<file path="config.mk">
export PLATFORM = sky130hd
export DESIGN_NAME = opmenu_spi_ctrl
export DESIGN_NICKNAME = d
export VERILOG_FILES = /design/src/rtl/opmenu_spi_pkg.sv /design/src/rtl/opmenu_spi_regs.sv /design/src/rtl/opmenu_spi_shift.sv /design/src/rtl/opmenu_spi_seq.sv /design/src/rtl/opmenu_spi_ctrl.sv
export SDC_FILE = /design/constraint.sdc
export NUM_CORES = 2
export LEC_CHECK = 0
export ABC_CLOCK_PERIOD_IN_PS = 10450
export CELL_PAD_IN_SITES_DETAIL_PLACEMENT = 2
export CELL_PAD_IN_SITES_GLOBAL_PLACEMENT = 2
export CORE_UTILIZATION = 40
export DETAILED_ROUTE_END_ITERATION = 10
export DONT_BUFFER_PORTS = 1
export PLACE_DENSITY_LB_ADDON = 0.1
export SYNTH_ARGS = -nofsm -noshare
export SYNTH_HDL_FRONTEND = slang
export SYNTH_HIERARCHICAL = 1
export SYNTH_SLANG_ARGS = --single-unit
</file>
<file path="constraint.sdc">
create_clock -name clk -period 10.45 [get_ports clk]
set_input_delay 1.5675 -clock clk [delete_from_list [all_inputs] [get_ports clk]]
set_output_delay 1.5675 -clock clk [all_outputs]
set_load 0.1 [all_outputs]
</file>
<file path="src/rtl/opmenu_spi_pkg.sv">
// Shared offsets, bit positions and sequencer phases for the opcode-menu
// SPI controller. Assumes a fixed 7-bit word-aligned register window.
package opmenu_spi_pkg;
    localparam int ADDR_W = 7;

    localparam logic [ADDR_W-1:0] OFS_STAT    = 7'h00;
    localparam logic [ADDR_W-1:0] OFS_CTRL    = 7'h04;
    localparam logic [ADDR_W-1:0] OFS_ADDR    = 7'h08;
    localparam logic [ADDR_W-1:0] OFS_BUF     = 7'h10;
    localparam logic [ADDR_W-1:0] OFS_PREF    = 7'h50;
    localparam logic [ADDR_W-1:0] OFS_TYPE    = 7'h54;
    localparam logic [ADDR_W-1:0] OFS_MENU_LO = 7'h58;
    localparam logic [ADDR_W-1:0] OFS_MENU_HI = 7'h5C;

    localparam int ST_BUSY = 0;
    localparam int ST_DONE = 2;
    localparam int ST_ERR  = 3;

    localparam int CT_GO   = 1;
    localparam int CT_ATOM = 2;
    localparam int CT_PSEL = 3;
    localparam int CT_IDX  = 4;
    localparam int CT_CNT  = 8;
    localparam int CT_DEN  = 14;

    typedef enum logic [2:0] {
        PH_IDLE,
        PH_PRE,
        PH_GAP,
        PH_CMD,
        PH_ADR,
        PH_DAT
    } phase_t;
endpackage

</file>
<file path="src/rtl/opmenu_spi_regs.sv">
// Register file and byte buffer. Decodes bus writes, holds the opcode table
// behind a sticky lock, and selects the table entry for a start request.
// Assumes single-cycle bus writes and combinational reads.
module opmenu_spi_regs
    import opmenu_spi_pkg::*;
#(
    parameter int BUF_BYTES = 64,
    localparam int CNT_W = $clog2(BUF_BYTES)
) (
    input  logic              clk,
    input  logic              rst_n,
    input  logic              lock_in,
    input  logic              bus_we,
    input  logic [ADDR_W-1:0] bus_addr,
    input  logic [31:0]       bus_wdata,
    output logic [31:0]       bus_rdata,
    input  logic              busy,
    input  logic              cyc_end,
    output logic              go,
    output logic              go_atom,
    output logic              go_den,
    output logic [CNT_W-1:0]  go_cnt,
    output logic [23:0]       go_addr,
    output logic [7:0]        sel_opcode,
    output logic [1:0]        sel_type,
    output logic [7:0]        sel_prefix,
    input  logic [CNT_W-1:0]  buf_rd_idx,
    output logic [7:0]        buf_rd_byte,
    input  logic              buf_we,
    input  logic [CNT_W-1:0]  buf_wr_idx,
    input  logic [7:0]        buf_wr_byte,
    output logic              st_done,
    output logic              st_err,
    output logic              lock_q,
    output logic [63:0]       menu_q
);
    localparam int WSEL_W = CNT_W - 2;

    logic [15:0] ctrl_q;
    logic [31:0] addr_q;
    logic [15:0] pref_q;
    logic [15:0] type_q;
    logic [7:0]  buf_q [BUF_BYTES];

    logic              lock_eff;
    logic              wr_stat, wr_ctrl, wr_addr, wr_pref, wr_type, wr_mlo, wr_mhi;
    logic              buf_hit;
    logic [ADDR_W-1:0] woff;
    logic [WSEL_W-1:0] wsel;
    logic [2:0]        idx_w;

    // Address decode for writes and buffer word selection
    always_comb begin
        woff     = bus_addr - OFS_BUF;
        wsel     = woff[CNT_W-1:2];
        buf_hit  = (bus_addr >= OFS_BUF) && (woff < ADDR_W'(BUF_BYTES));
        lock_eff = lock_q | lock_in;
        wr_stat  = bus_we && bus_addr == OFS_STAT;
        wr_ctrl  = bus_we && bus_addr == OFS_CTRL;
        wr_addr  = bus_we && bus_addr == OFS_ADDR;
        wr_pref  = bus_we && bus_addr == OFS_PREF    && !lock_eff;
        wr_type  = bus_we && bus_addr == OFS_TYPE    && !lock_eff;
        wr_mlo   = bus_we && bus_addr == OFS_MENU_LO && !lock_eff;
        wr_mhi   = bus_we && bus_addr == OFS_MENU_HI && !lock_eff;
    end

    // Start request and the table entry it selects, taken from the write data
    always_comb begin
        idx_w      = bus_wdata[CT_IDX +: 3];
        go         = wr_ctrl && bus_wdata[CT_GO] && !busy;
        go_atom    = bus_wdata[CT_ATOM];
        go_den     = bus_wdata[CT_DEN];
        go_cnt     = bus_wdata[CT_CNT +: CNT_W];
        go_addr    = addr_q[23:0];
        sel_opcode = menu_q[{idx_w, 3'b000} +: 8];
        sel_type   = type_q[{idx_w, 1'b0} +: 2];
        sel_prefix = bus_wdata[CT_PSEL] ? pref_q[15:8] : pref_q[7:0];
    end

    // Control, address and table registers, lock and status flags
    always_ff @(posedge clk) begin
        if (!rst_n) begin
            ctrl_q  <= '0;
            addr_q  <= '0;
            pref_q  <= '0;
            type_q  <= '0;
            menu_q  <= '0;
            lock_q  <= 1'b0;
            st_done <= 1'b0;
            st_err  <= 1'b0;
        end else begin
            lock_q <= lock_eff;
            if (wr_ctrl && !busy) begin
                ctrl_q         <= bus_wdata[15:0];
                ctrl_q[CT_GO]  <= 1'b0;
            end
            if (wr_addr) addr_q         <= bus_wdata;
            if (wr_pref) pref_q         <= bus_wdata[15:0];
            if (wr_type) type_q         <= bus_wdata[15:0];
            if (wr_mlo)  menu_q[31:0]   <= bus_wdata;
            if (wr_mhi)  menu_q[63:32]  <= bus_wdata;
            if (cyc_end)
                st_done <= 1'b1;
            else if (wr_stat && bus_wdata[ST_DONE])
                st_done <= 1'b0;
            if (wr_ctrl && bus_wdata[CT_GO] && busy)
                st_err <= 1'b1;
            else if (wr_stat && bus_wdata[ST_ERR])
                st_err <= 1'b0;
        end
    end

    // Byte buffer: bus word writes when idle, received bytes during a cycle
    always_ff @(posedge clk) begin
        if (bus_we && buf_hit && !busy) begin
            for (int b = 0; b < 4; b++)
                buf_q[{wsel, b[1:0]}] <= bus_wdata[8*b +: 8];
        end
        if (buf_we)
            buf_q[buf_wr_idx] <= buf_wr_byte;
    end

    assign buf_rd_byte = buf_q[buf_rd_idx];

    // Read data multiplexer
    always_comb begin
        bus_rdata = '0;
        if (buf_hit) begin
            for (int b = 0; b < 4; b++)
                bus_rdata[8*b +: 8] = buf_q[{wsel, b[1:0]}];
        end else begin
            case (bus_addr)
                OFS_STAT: begin
                    bus_rdata[ST_BUSY] = busy;
                    bus_rdata[ST_DONE] = st_done;
                    bus_rdata[ST_ERR]  = st_err;
                end
                OFS_CTRL:    bus_rdata = {16'h0, ctrl_q};
                OFS_ADDR:    bus_rdata = addr_q;
                OFS_PREF:    bus_rdata = {16'h0, pref_q};
                OFS_TYPE:    bus_rdata = {16'h0, type_q};
                OFS_MENU_LO: bus_rdata = menu_q[31:0];
                OFS_MENU_HI: bus_rdata = menu_q[63:32];
                default:     bus_rdata = '0;
            endcase
        end
    end
endmodule

</file>
<file path="src/rtl/opmenu_spi_shift.sv">
// One-byte SPI mode 0 shifter. The serial clock half period is HALF_DIV
// system clocks. MISO is sampled on the rising edge and the next MOSI bit is
// presented on the falling edge. Assumes start arrives only when idle.
module opmenu_spi_shift #(
    parameter int HALF_DIV = 2,
    localparam int DIV_W = (HALF_DIV > 1) ? $clog2(HALF_DIV) : 1
) (
    input  logic       clk,
    input  logic       rst_n,
    input  logic       start,
    input  logic [7:0] tx_byte,
    input  logic       miso,
    output logic       sclk,
    output logic       mosi,
    output logic       done,
    output logic [7:0] rx_byte
);
    logic             act;
    logic [7:0]       sh_q;
    logic [2:0]       bit_q;
    logic [DIV_W-1:0] div_q;

    // Clock divider, edge generation and bit shifting
    always_ff @(posedge clk) begin
        done <= 1'b0;
        if (!rst_n) begin
            act     <= 1'b0;
            sclk    <= 1'b0;
            sh_q    <= '0;
            bit_q   <= '0;
            div_q   <= '0;
            rx_byte <= '0;
        end else if (start) begin
            act   <= 1'b1;
            sclk  <= 1'b0;
            sh_q  <= tx_byte;
            bit_q <= '0;
            div_q <= '0;
        end else if (act) begin
            if (div_q == DIV_W'(HALF_DIV - 1)) begin
                div_q <= '0;
                if (!sclk) begin
                    sclk    <= 1'b1;
                    rx_byte <= {rx_byte[6:0], miso};
                end else begin
                    sclk <= 1'b0;
                    if (bit_q == 3'd7) begin
                        act  <= 1'b0;
                        done <= 1'b1;
                    end else begin
                        bit_q <= bit_q + 3'd1;
                        sh_q  <= {sh_q[6:0], 1'b0};
                    end
                end
            end else begin
                div_q <= div_q + DIV_W'(1);
            end
        end
    end

    assign mosi = sh_q[7];
endmodule

</file>
<file path="src/rtl/opmenu_spi_seq.sv">
// Transaction sequencer. Latches the selected table entry on start. Walks
// prefix frame, chip-select gap, opcode, address and data bytes, and drives
// chip select. Assumes the shifter reports each byte with a one-cycle done.
module opmenu_spi_seq
    import opmenu_spi_pkg::*;
#(
    parameter int CNT_W   = 6,
    parameter int GAP_CYC = 8,
    localparam int GAP_W  = $clog2(GAP_CYC + 1)
) (
    input  logic             clk,
    input  logic             rst_n,
    input  logic             go,
    input  logic             go_atom,
    input  logic             go_den,
    input  logic [CNT_W-1:0] go_cnt,
    input  logic [23:0]      go_addr,
    input  logic [7:0]       sel_opcode,
    input  logic [1:0]       sel_type,
    input  logic [7:0]       sel_prefix,
    input  logic             byte_done,
    input  logic [7:0]       rx_byte,
    input  logic [7:0]       buf_rd_byte,
    output logic             busy,
    output logic             cyc_end,
    output logic             cs_n,
    output logic             kick,
    output logic [7:0]       tx_byte,
    output logic [CNT_W-1:0] buf_rd_idx,
    output logic             buf_we,
    output logic [CNT_W-1:0] buf_wr_idx,
    output logic [7:0]       buf_wr_byte
);
    phase_t           ph;
    logic [7:0]       opc_q, pre_q;
    logic [1:0]       typ_q;
    logic [23:0]      adr_q;
    logic [CNT_W-1:0] cnt_q, idx_q;
    logic             den_q;
    logic [GAP_W-1:0] gap_q;

    // Phase walk, chip select and byte launch
    always_ff @(posedge clk) begin
        kick    <= 1'b0;
        cyc_end <= 1'b0;
        if (!rst_n) begin
            ph    <= PH_IDLE;
            cs_n  <= 1'b1;
            opc_q <= '0;
            pre_q <= '0;
            typ_q <= '0;
            adr_q <= '0;
            cnt_q <= '0;
            den_q <= 1'b0;
            idx_q <= '0;
            gap_q <= '0;
        end else begin
            case (ph)
                PH_IDLE: if (go) begin
                    opc_q <= sel_opcode;
                    typ_q <= sel_type;
                    pre_q <= sel_prefix;
                    adr_q <= go_addr;
                    cnt_q <= go_cnt;
                    den_q <= go_den;
                    idx_q <= '0;
                    cs_n  <= 1'b0;
                    kick  <= 1'b1;
                    ph    <= go_atom ? PH_PRE : PH_CMD;
                end
                PH_PRE: if (byte_done) begin
                    cs_n  <= 1'b1;
                    gap_q <= '0;
                    ph    <= PH_GAP;
                end
                PH_GAP: begin
                    if (gap_q == GAP_W'(GAP_CYC - 1)) begin
                        cs_n <= 1'b0;
                        kick <= 1'b1;
                        ph   <= PH_CMD;
                    end else begin
                        gap_q <= gap_q + GAP_W'(1);
                    end
                end
                PH_CMD: if (byte_done) begin
                    idx_q <= '0;
                    if (typ_q[1]) begin
                        ph   <= PH_ADR;
                        kick <= 1'b1;
                    end else if (den_q) begin
                        ph   <= PH_DAT;
                        kick <= 1'b1;
                    end else begin
                        ph      <= PH_IDLE;
                        cs_n    <= 1'b1;
                        cyc_end <= 1'b1;
                    end
                end
                PH_ADR: if (byte_done) begin
                    if (idx_q == CNT_W'(2)) begin
                        idx_q <= '0;
                        if (den_q) begin
                            ph   <= PH_DAT;
                            kick <= 1'b1;
                        end else begin
                            ph      <= PH_IDLE;
                            cs_n    <= 1'b1;
                            cyc_end <= 1'b1;
                        end
                    end else begin
                        idx_q <= idx_q + CNT_W'(1);
                        kick  <= 1'b1;
                    end
                end
                PH_DAT: if (byte_done) begin
                    if (idx_q == cnt_q) begin
                        ph      <= PH_IDLE;
                        cs_n    <= 1'b1;
                        cyc_end <= 1'b1;
                    end else begin
                        idx_q <= idx_q + CNT_W'(1);
                        kick  <= 1'b1;
                    end
                end
                default: ph <= PH_IDLE;
            endcase
        end
    end

    // Outgoing byte selection per phase
    always_comb begin
        case (ph)
            PH_PRE:  tx_byte = pre_q;
            PH_CMD:  tx_byte = opc_q;
            PH_ADR:  tx_byte = (idx_q == CNT_W'(0)) ? adr_q[23:16] :
                               (idx_q == CNT_W'(1)) ? adr_q[15:8] : adr_q[7:0];
            PH_DAT:  tx_byte = typ_q[0] ? buf_rd_byte : 8'h00;
            default: tx_byte = 8'h00;
        endcase
    end

    assign busy        = (ph != PH_IDLE);
    assign buf_rd_idx  = idx_q;
    assign buf_we      = (ph == PH_DAT) && byte_done && !typ_q[0];
    assign buf_wr_idx  = idx_q;
    assign buf_wr_byte = rx_byte;
endmodule

</file>
<file path="src/rtl/opmenu_spi_ctrl.sv">
// Top level of the opcode-menu SPI flash controller. Connects the register
// file, the transaction sequencer and the byte shifter. Assumes BUF_BYTES is
// a power of two between 4 and 64.
module opmenu_spi_ctrl
    import opmenu_spi_pkg::*;
#(
    parameter int BUF_BYTES = 64,
    parameter int SCK_HALF  = 2,
    parameter int GAP_SCK   = 2,
    localparam int CNT_W    = $clog2(BUF_BYTES),
    localparam int GAP_CYC  = 2 * SCK_HALF * GAP_SCK
) (
    input  logic        clk,
    input  logic        rst_n,
    input  logic        lock_in,
    input  logic        bus_we,
    input  logic [6:0]  bus_addr,
    input  logic [31:0] bus_wdata,
    output logic [31:0] bus_rdata,
    output logic        spi_cs_n,
    output logic        spi_sclk,
    output logic        spi_mosi,
    input  logic        spi_miso
);
    logic             busy, cyc_end, go, go_atom, go_den;
    logic [CNT_W-1:0] go_cnt, buf_rd_idx, buf_wr_idx;
    logic [23:0]      go_addr;
    logic [7:0]       sel_opcode, sel_prefix, buf_rd_byte, buf_wr_byte;
    logic [1:0]       sel_type;
    logic             buf_we, kick, byte_done;
    logic [7:0]       tx_byte, rx_byte;
    logic             st_done, st_err, lock_q;
    logic [63:0]      menu_q;

    opmenu_spi_regs #(.BUF_BYTES(BUF_BYTES)) u_regs (
        .clk(clk), .rst_n(rst_n), .lock_in(lock_in),
        .bus_we(bus_we), .bus_addr(bus_addr), .bus_wdata(bus_wdata),
        .bus_rdata(bus_rdata), .busy(busy), .cyc_end(cyc_end),
        .go(go), .go_atom(go_atom), .go_den(go_den), .go_cnt(go_cnt),
        .go_addr(go_addr), .sel_opcode(sel_opcode), .sel_type(sel_type),
        .sel_prefix(sel_prefix), .buf_rd_idx(buf_rd_idx),
        .buf_rd_byte(buf_rd_byte), .buf_we(buf_we), .buf_wr_idx(buf_wr_idx),
        .buf_wr_byte(buf_wr_byte), .st_done(st_done), .st_err(st_err),
        .lock_q(lock_q), .menu_q(menu_q)
    );

    opmenu_spi_seq #(.CNT_W(CNT_W), .GAP_CYC(GAP_CYC)) u_seq (
        .clk(clk), .rst_n(rst_n), .go(go), .go_atom(go_atom),
        .go_den(go_den), .go_cnt(go_cnt), .go_addr(go_addr),
        .sel_opcode(sel_opcode), .sel_type(sel_type),
        .sel_prefix(sel_prefix), .byte_done(byte_done), .rx_byte(rx_byte),
        .buf_rd_byte(buf_rd_byte), .busy(busy), .cyc_end(cyc_end),
        .cs_n(spi_cs_n), .kick(kick), .tx_byte(tx_byte),
        .buf_rd_idx(buf_rd_idx), .buf_we(buf_we), .buf_wr_idx(buf_wr_idx),
        .buf_wr_byte(buf_wr_byte)
    );

    opmenu_spi_shift #(.HALF_DIV(SCK_HALF)) u_shift (
        .clk(clk), .rst_n(rst_n), .start(kick), .tx_byte(tx_byte),
        .miso(spi_miso), .sclk(spi_sclk), .mosi(spi_mosi),
        .done(byte_done), .rx_byte(rx_byte)
    );
endmodule

</file>
======== Word level (Yosys, flattened, before mapping) ========
Memories as Yosys holds them, arrays and structs flattened. A register that Yosys moved wholly into a read port is not among the register bits.
Index checks and enable logic that the tools add are counted.
Widths: inputs -> output; s select.
cells by class
  add/subtract/negate cells ............... 5
  $mul .................................... 0
  divide/modulo/power cells ............... 0
  magnitude comparators ................... 2
  equal/unequal tests ..................... 28
  shift-type cells ........................ 2
  multiplexer cells ....................... 87
  bitwise operators ....................... 7
  reduce and logical (&&, ||, !) cells .... 49
operator list
  operator            number
  $pmux 28 s6         1
  $mux 8              10
  $shiftx 64x7->8     1
  $mux 6              9
  $mux 1              43
  $mux 32             1
  $pmux 8 s4          1
  $mux 3              10
  $eq 7x7->1 const B  4
  $pmux 6 s4          1
  $logic_and 1x1->1   22
  $pmux 3 s6          1
  $shiftx 16x5->2     1
  $ne 2x1->1 const B  7
  $pmux 2 s7          1
  $reduce_and 4->1    3
  $reduce_bool 2->1   6
  $ne 2x2->1 const B  5
  $pmux 1 s5          2
  $reduce_and 10->1   1
  $eq 3x3->1 const B  3
  $mux 4              2
  $pmux 4 s2          1
  $reduce_and 8->1    1
  34 further kinds    43
storage, ports and cells
  register bits ........................... 234
  bits in latches ......................... 0
  bits in writable memories ............... 512
  bits in read-only memories .............. 0
  input bits .............................. 44
  logic and storage cells ................. 209
  memories ................................ 1
memory list
  name          words  width  rd ports  clocked after memory_dff  write ports  RTL line               text
  u_regs.buf_q  64     8      5         1                         4            opmenu_spi_regs.sv:43  logic [7:0] buf_q [BUF_BYTES];

======== Depth between registers and ports, before layout ========
  depth in word-level cells ............... 8
  depth in mapped cells ................... 15
  gate-level depth less buffers ........... 10

======== By module ========
Netlist, hierarchy kept.
by module, submodules not included
  module            times used  cells each  area each (um^2)  sequential area each (um^2)
  opmenu_spi_regs   1           2,771       38,311.7          18,297.5
  opmenu_spi_seq    1           420         3,310.7           1,301.2
  opmenu_spi_shift  1           89          920.9             460.4

======== Worst setup path after synthesis ========
Ideal clock, no wire load.
  kind .................................... input port to output port
  start ................................... input bus_addr[4]
  end ..................................... output bus_rdata[22]
  arrival ................................. 4.927 ns
  required time ........................... 8.883 ns
  path slack .............................. 3.956 ns
  stages .................................. 9
  path buffers ............................ 3
  path through ............................ buf_2 > buf_1 > inv_1 > ha_1 > or3b_1 > nor3_2 > clkbuf_1 > a222oi_1 > o21ai_1
on the way
  longest elaborated chain between the ends .. 4
ends and longest elaborated chain
  element                                               RTL line                text
  start, declared                                       opmenu_spi_ctrl.sv:17   input logic [6:0] bus_addr,
  branches (longest 3 deep; another with $mem_v2 64x8)  --
  $mux 32 (*)                                           opmenu_spi_regs.sv:128  if (buf_hit) begin
  end, declared                                         opmenu_spi_ctrl.sv:19   output logic [31:0] bus_rdata,
Every way passes the cells marked *.

======== Final worst setup path ========
  start ................................... input bus_addr[5]
  end ..................................... output bus_rdata[23]
Same word-level chain as after synthesis.

==> summary.md <==
| Metric | Value |
|---|---|
| WL/cell | `42.8 um` |
| Category of the worst setup path launch point | `input pin` |
| Critical setup path kind | `in -> out` |
| Height of the die | `328 um` |
| Clock tree from TritonCTS | `yes` |
| Endpoint arrival time on the critical path | `4.86 ns` |
| Uppermost signal routing layer after detailed routing | `met5` |
| Standard-cell rows | `119` |
| Final Slew Violations | `0` |
| Insertion delay to the later sink of the worst-skew pair | `0.68 ns` |
| Critical-path maximum fanout | `19` |
| Final period demand of the worst path | `6.43 ns` |
| Largest net degree at the start of global routing | `178` |
| MaxCap Viol Count | `0` |
| Worst hold stages | `2` |
| Initial standard-cell utilization of the core | `40.4%` |
| Worst IR Drop VDD | `0.000110 V` |
| Area of the core region | `0.105 mm2` |
| Clock skew after layout | `0.0338 ns` |
| Antenna violations before repair | `28` |
| CP Capture Type | `output port` |
| Endpoints failing hold | `0` |
| Clock slew seen by the registers of the worst setup and hold paths | `0.06 ns` |
| Worst endpoint required time | `8.88 ns` |
| Met1 wire length | `75.0 mm` |
| Ports placed on the boundary | `79` |
| Post-Synthesis Cells | `3280` |
| Sink Count | `746` |
| First-pass GRT wire length | `265 mm` |
| Count of nets left with antenna violations after detail routing | `0` |
| Setup bufs post-CTS | `0` |
| Startpoint of the most critical hold path | `u_seq/adr_q[8]` |
| Failing checks | `design-rule violations` |
| Classification of the worst-slack hold path | `reg -> reg` |
| Horizontal extent of the die | `328 um` |
| Register bit total from synthesis | `746` |
| Fraction of layout instances using a drive strength above 1 | `37.3%` |
| Placer's final routability congestion estimate | `1.00` |
| Synth area leaders | `sky130_fd_sc_hd__edfxtp_1 (36%), sky130_fd_sc_hd__mux4_2 (16%), sky130_fd_sc_hd__mux2_2 (15%)` |
| Status | `finished with violations` |
| Synth-to-layout area growth | `8.35%` |
| Depth of the worst register-to-register path | `10` |
| Total number of vias | `31000` |
| Terminus of the critical flop-to-flop path | `u_shift/sh_q[4]` |
| Grt total ovfl | `0` |
| Max-Slew Margin vs Limit | `7.36%` |
| Die Outline Area | `0.108 mm2` |
| Seq/Total Area, Yosys | `47.2%` |
| Flip-flop cell with the highest count after synthesis | `sky130_fd_sc_hd__edfxtp_1` |
| Non-filler instance count after layout | `4527` |
| Final setup fails | `0` |
| Fmax | `155 MHz` |
| Total number of H-tree levels | `3` |
| Synthesized area per cell | `13.0 um2` |
| Share of the synthesized area in the top cell type | `36.1%` |
| Post-DP HPWL | `135 mm` |
| Top cell type by total area after synthesis | `sky130_fd_sc_hd__edfxtp_1` |
| R2R Setup Slk | `5.56 ns` |
| Reg-to-Reg Start | `u_seq/buf_rd_idx[0]` |
| Fin worst setup slack | `4.02 ns` |
| RSZ-0062 raised after global routing | `no` |
| Synthesis Warnings | `6` |
| Worst-margin pin slew | `1.38 ns` |
| WL final | `194 mm` |
| Post-detailed-route DRC marker count | `30` |
| Met2 wire length | `86.7 mm` |
| Worst Hold Margin | `0.457 ns` |
| Layout fillers | `10200` |
| Placement-stage worst setup slack | `4.05 ns` |
| Total nets after synthesis | `3336` |
| Post-synth design cell area | `0.0425 mm2` |
| Number of DRC violations after detailed-routing iteration 0 | `4121` |
| Global-route usage over all layers | `35.8%` |
| Number of buffer cells added on primary ports | `0` |
| Vias in the first global route | `31300` |
| Share of flip-flops with an asynchronous set or reset after synthesis | `0%` |
| Share of the cycle needed by the critical path after routing | `61.5%` |
| Number of clock buffers inserted by TritonCTS | `89` |
| Total negative setup slack | `0 ns` |
| Number of hold buffers added after CTS | `0` |
| Maximum buffer depth of the clock tree | `3` |
| Via density per instance | `6.85` |
| Leakage power of the design | `14.6 nW` |
| Hold Path End | `u_seq/adr_q[8]` |
| Count of instances resized after the clock tree is built | `0` |
| Design area | `0.0461 mm2` |
| Number of distinct library cells after synthesis | `79` |
| Placed cell count | `4361` |
| Net total in the final layout | `3117` |
| PwrDens | `154 mW/mm2` |
| Post-place instance area | `0.0431 mm2` |
| Post-synth EDFFs | `512` |
| Router iterations before antenna repair | `10` |
| Total length of routed met3 wires | `17.6 mm` |
| Root buffer selected by CTS | `sky130_fd_sc_hd__clkbuf_16` |
[cell usage after synthesis (all sizes together) (21+ instances only)]
| library cell | number |
|---|---|
| nor2 | 79 |
| nand2 | 465 |
| o21ai | 90 |
| a222oi | 31 |
| a21oi | 74 |
| buf | 178 |
| dfxtp | 234 |
| clkbuf | 203 |
| nor2b | 45 |
| a21boi | 130 |
| a22oi | 21 |
| edfxtp | 512 |
| nand3 | 45 |
| mux2i | 72 |
| mux2 | 565 |
| mux4 | 303 |
[area by class of cell]
cell class | count | area [um2] | share of cell area, %
clock buffers | 112 | 2500 | 5.43
well taps | 1391 | 1740 | 3.78
inverters | 14 | 52.6 | 0.114
multi-input cells | 2139 | 20700 | 44.9
repair buffers | 71 | 533 | 1.16
diodes | 3 | 7.51 | 0.0163
clock inverters | 51 | 469 | 1.02
flip-flops and latches | 746 | 20100 | 43.6
[cell families after synthesis]
family / share of synthesized area [%]
adder cells (fa/ha/maj): 0.353
AND/OR/NAND/NOR: 7.76
AO/OA/AOI/OAI: 7.35
buffers and inverters: 4.45
multiplexers: 32.7
XOR/XNOR: 0.247
flip-flops: 47.2
[stage by stage]
step / utilization, % / power, mW
6_report: 43.7 / 7.12
5_1_grt: 43.7 / 7.27
4_1_cts: 43.7 / 7.15
3_5_place_dp: 40.9 / 3.93
3_3_place_gp: 40.9 / 3.91
2_1_floorplan: - / 3.80
[worst max-delay path by stage]
stage	slack (ns)	from	to
finish	4.02	bus_addr[5]	bus_rdata[23]
global route	3.81	bus_addr[5]	bus_rdata[31]
CTS	3.99	bus_addr[5]	bus_rdata[31]
detailed placement	4.05	bus_addr[5]	bus_rdata[31]
global placement	4.19	bus_addr[5]	bus_rdata[29]
floorplan	3.96	bus_addr[4]	bus_rdata[22]
[registers in the layout, indices dropped and copies added (netlist names), 6 cells and up]
| signal | flops |
|---|---|
| u_shift/sh_q | 8 |
| u_regs/ctrl_q | 15 |
| u_seq/buf_rd_idx | 6 |
| u_regs/menu_q | 64 |
| u_seq/pre_q | 8 |
| u_shift/rx_byte | 8 |
| u_regs/buf_q | 512 |
| u_seq/opc_q | 8 |
| u_regs/addr_q | 32 |
| u_regs/type_q | 16 |
| u_seq/adr_q | 24 |
| u_regs/pref_q | 16 |
| u_seq/cnt_q | 6 |
[critical path, stage by stage]
cell,delay [ns]
sky130_fd_sc_hd__inv_1,0.08
sky130_fd_sc_hd__ha_1,0.27
sky130_fd_sc_hd__nand4bb_1,0.79
sky130_fd_sc_hd__nor2_2,0.97
sky130_fd_sc_hd__a222oi_1,0.24
sky130_fd_sc_hd__o21ai_2,0.91
[cells in the final DEF, fill, tap and decap left out, types with 11 or more instances in the layout]
cell type                   instances
sky130_fd_sc_hd__clkbuf_16         96
sky130_fd_sc_hd__clkinv_1          12
sky130_fd_sc_hd__nor2b_1           43
sky130_fd_sc_hd__ha_1              12
sky130_fd_sc_hd__a21boi_0         103
sky130_fd_sc_hd__mux2_2           565
sky130_fd_sc_hd__a21oi_1           74
sky130_fd_sc_hd__clkinv_2          20
sky130_fd_sc_hd__nor2_2            25
sky130_fd_sc_hd__clkbuf_1          12
sky130_fd_sc_hd__inv_1             12
sky130_fd_sc_hd__o22ai_1           13
sky130_fd_sc_hd__o21ai_0           61
sky130_fd_sc_hd__dfxtp_1          220
sky130_fd_sc_hd__nand2_1          462
sky130_fd_sc_hd__mux2i_1           72
sky130_fd_sc_hd__dfxtp_2           11
sky130_fd_sc_hd__nor2_1            51
sky130_fd_sc_hd__buf_4             71
sky130_fd_sc_hd__a222oi_1          31
sky130_fd_sc_hd__nand3_1           45
sky130_fd_sc_hd__o21ai_2           17
sky130_fd_sc_hd__a22oi_1           21
sky130_fd_sc_hd__a211oi_1          13
sky130_fd_sc_hd__nand2b_1          16
sky130_fd_sc_hd__a21boi_1          27
sky130_fd_sc_hd__edfxtp_1         512
sky130_fd_sc_hd__mux4_2           303
sky130_fd_sc_hd__and3_1            13
[metal layers]
layer / track usage, % / up-vias
li1: - / 12100
met1: 46.4 / 16600
met2: 54.7 / 1827
met3: 7.39 / 435
met4: 22.8 / 12
met5: 0 / -
[power by group]
group / internal, mW / switching (mW) / leakage [nW]
Combinational: 0.240 / 0.381 / 6.62
Sequential: 3.20 / 0.0598 / 6.50
Clock: 1.89 / 1.35 / 1.46
Note: power is estimated with default switching activity, not from simulation.
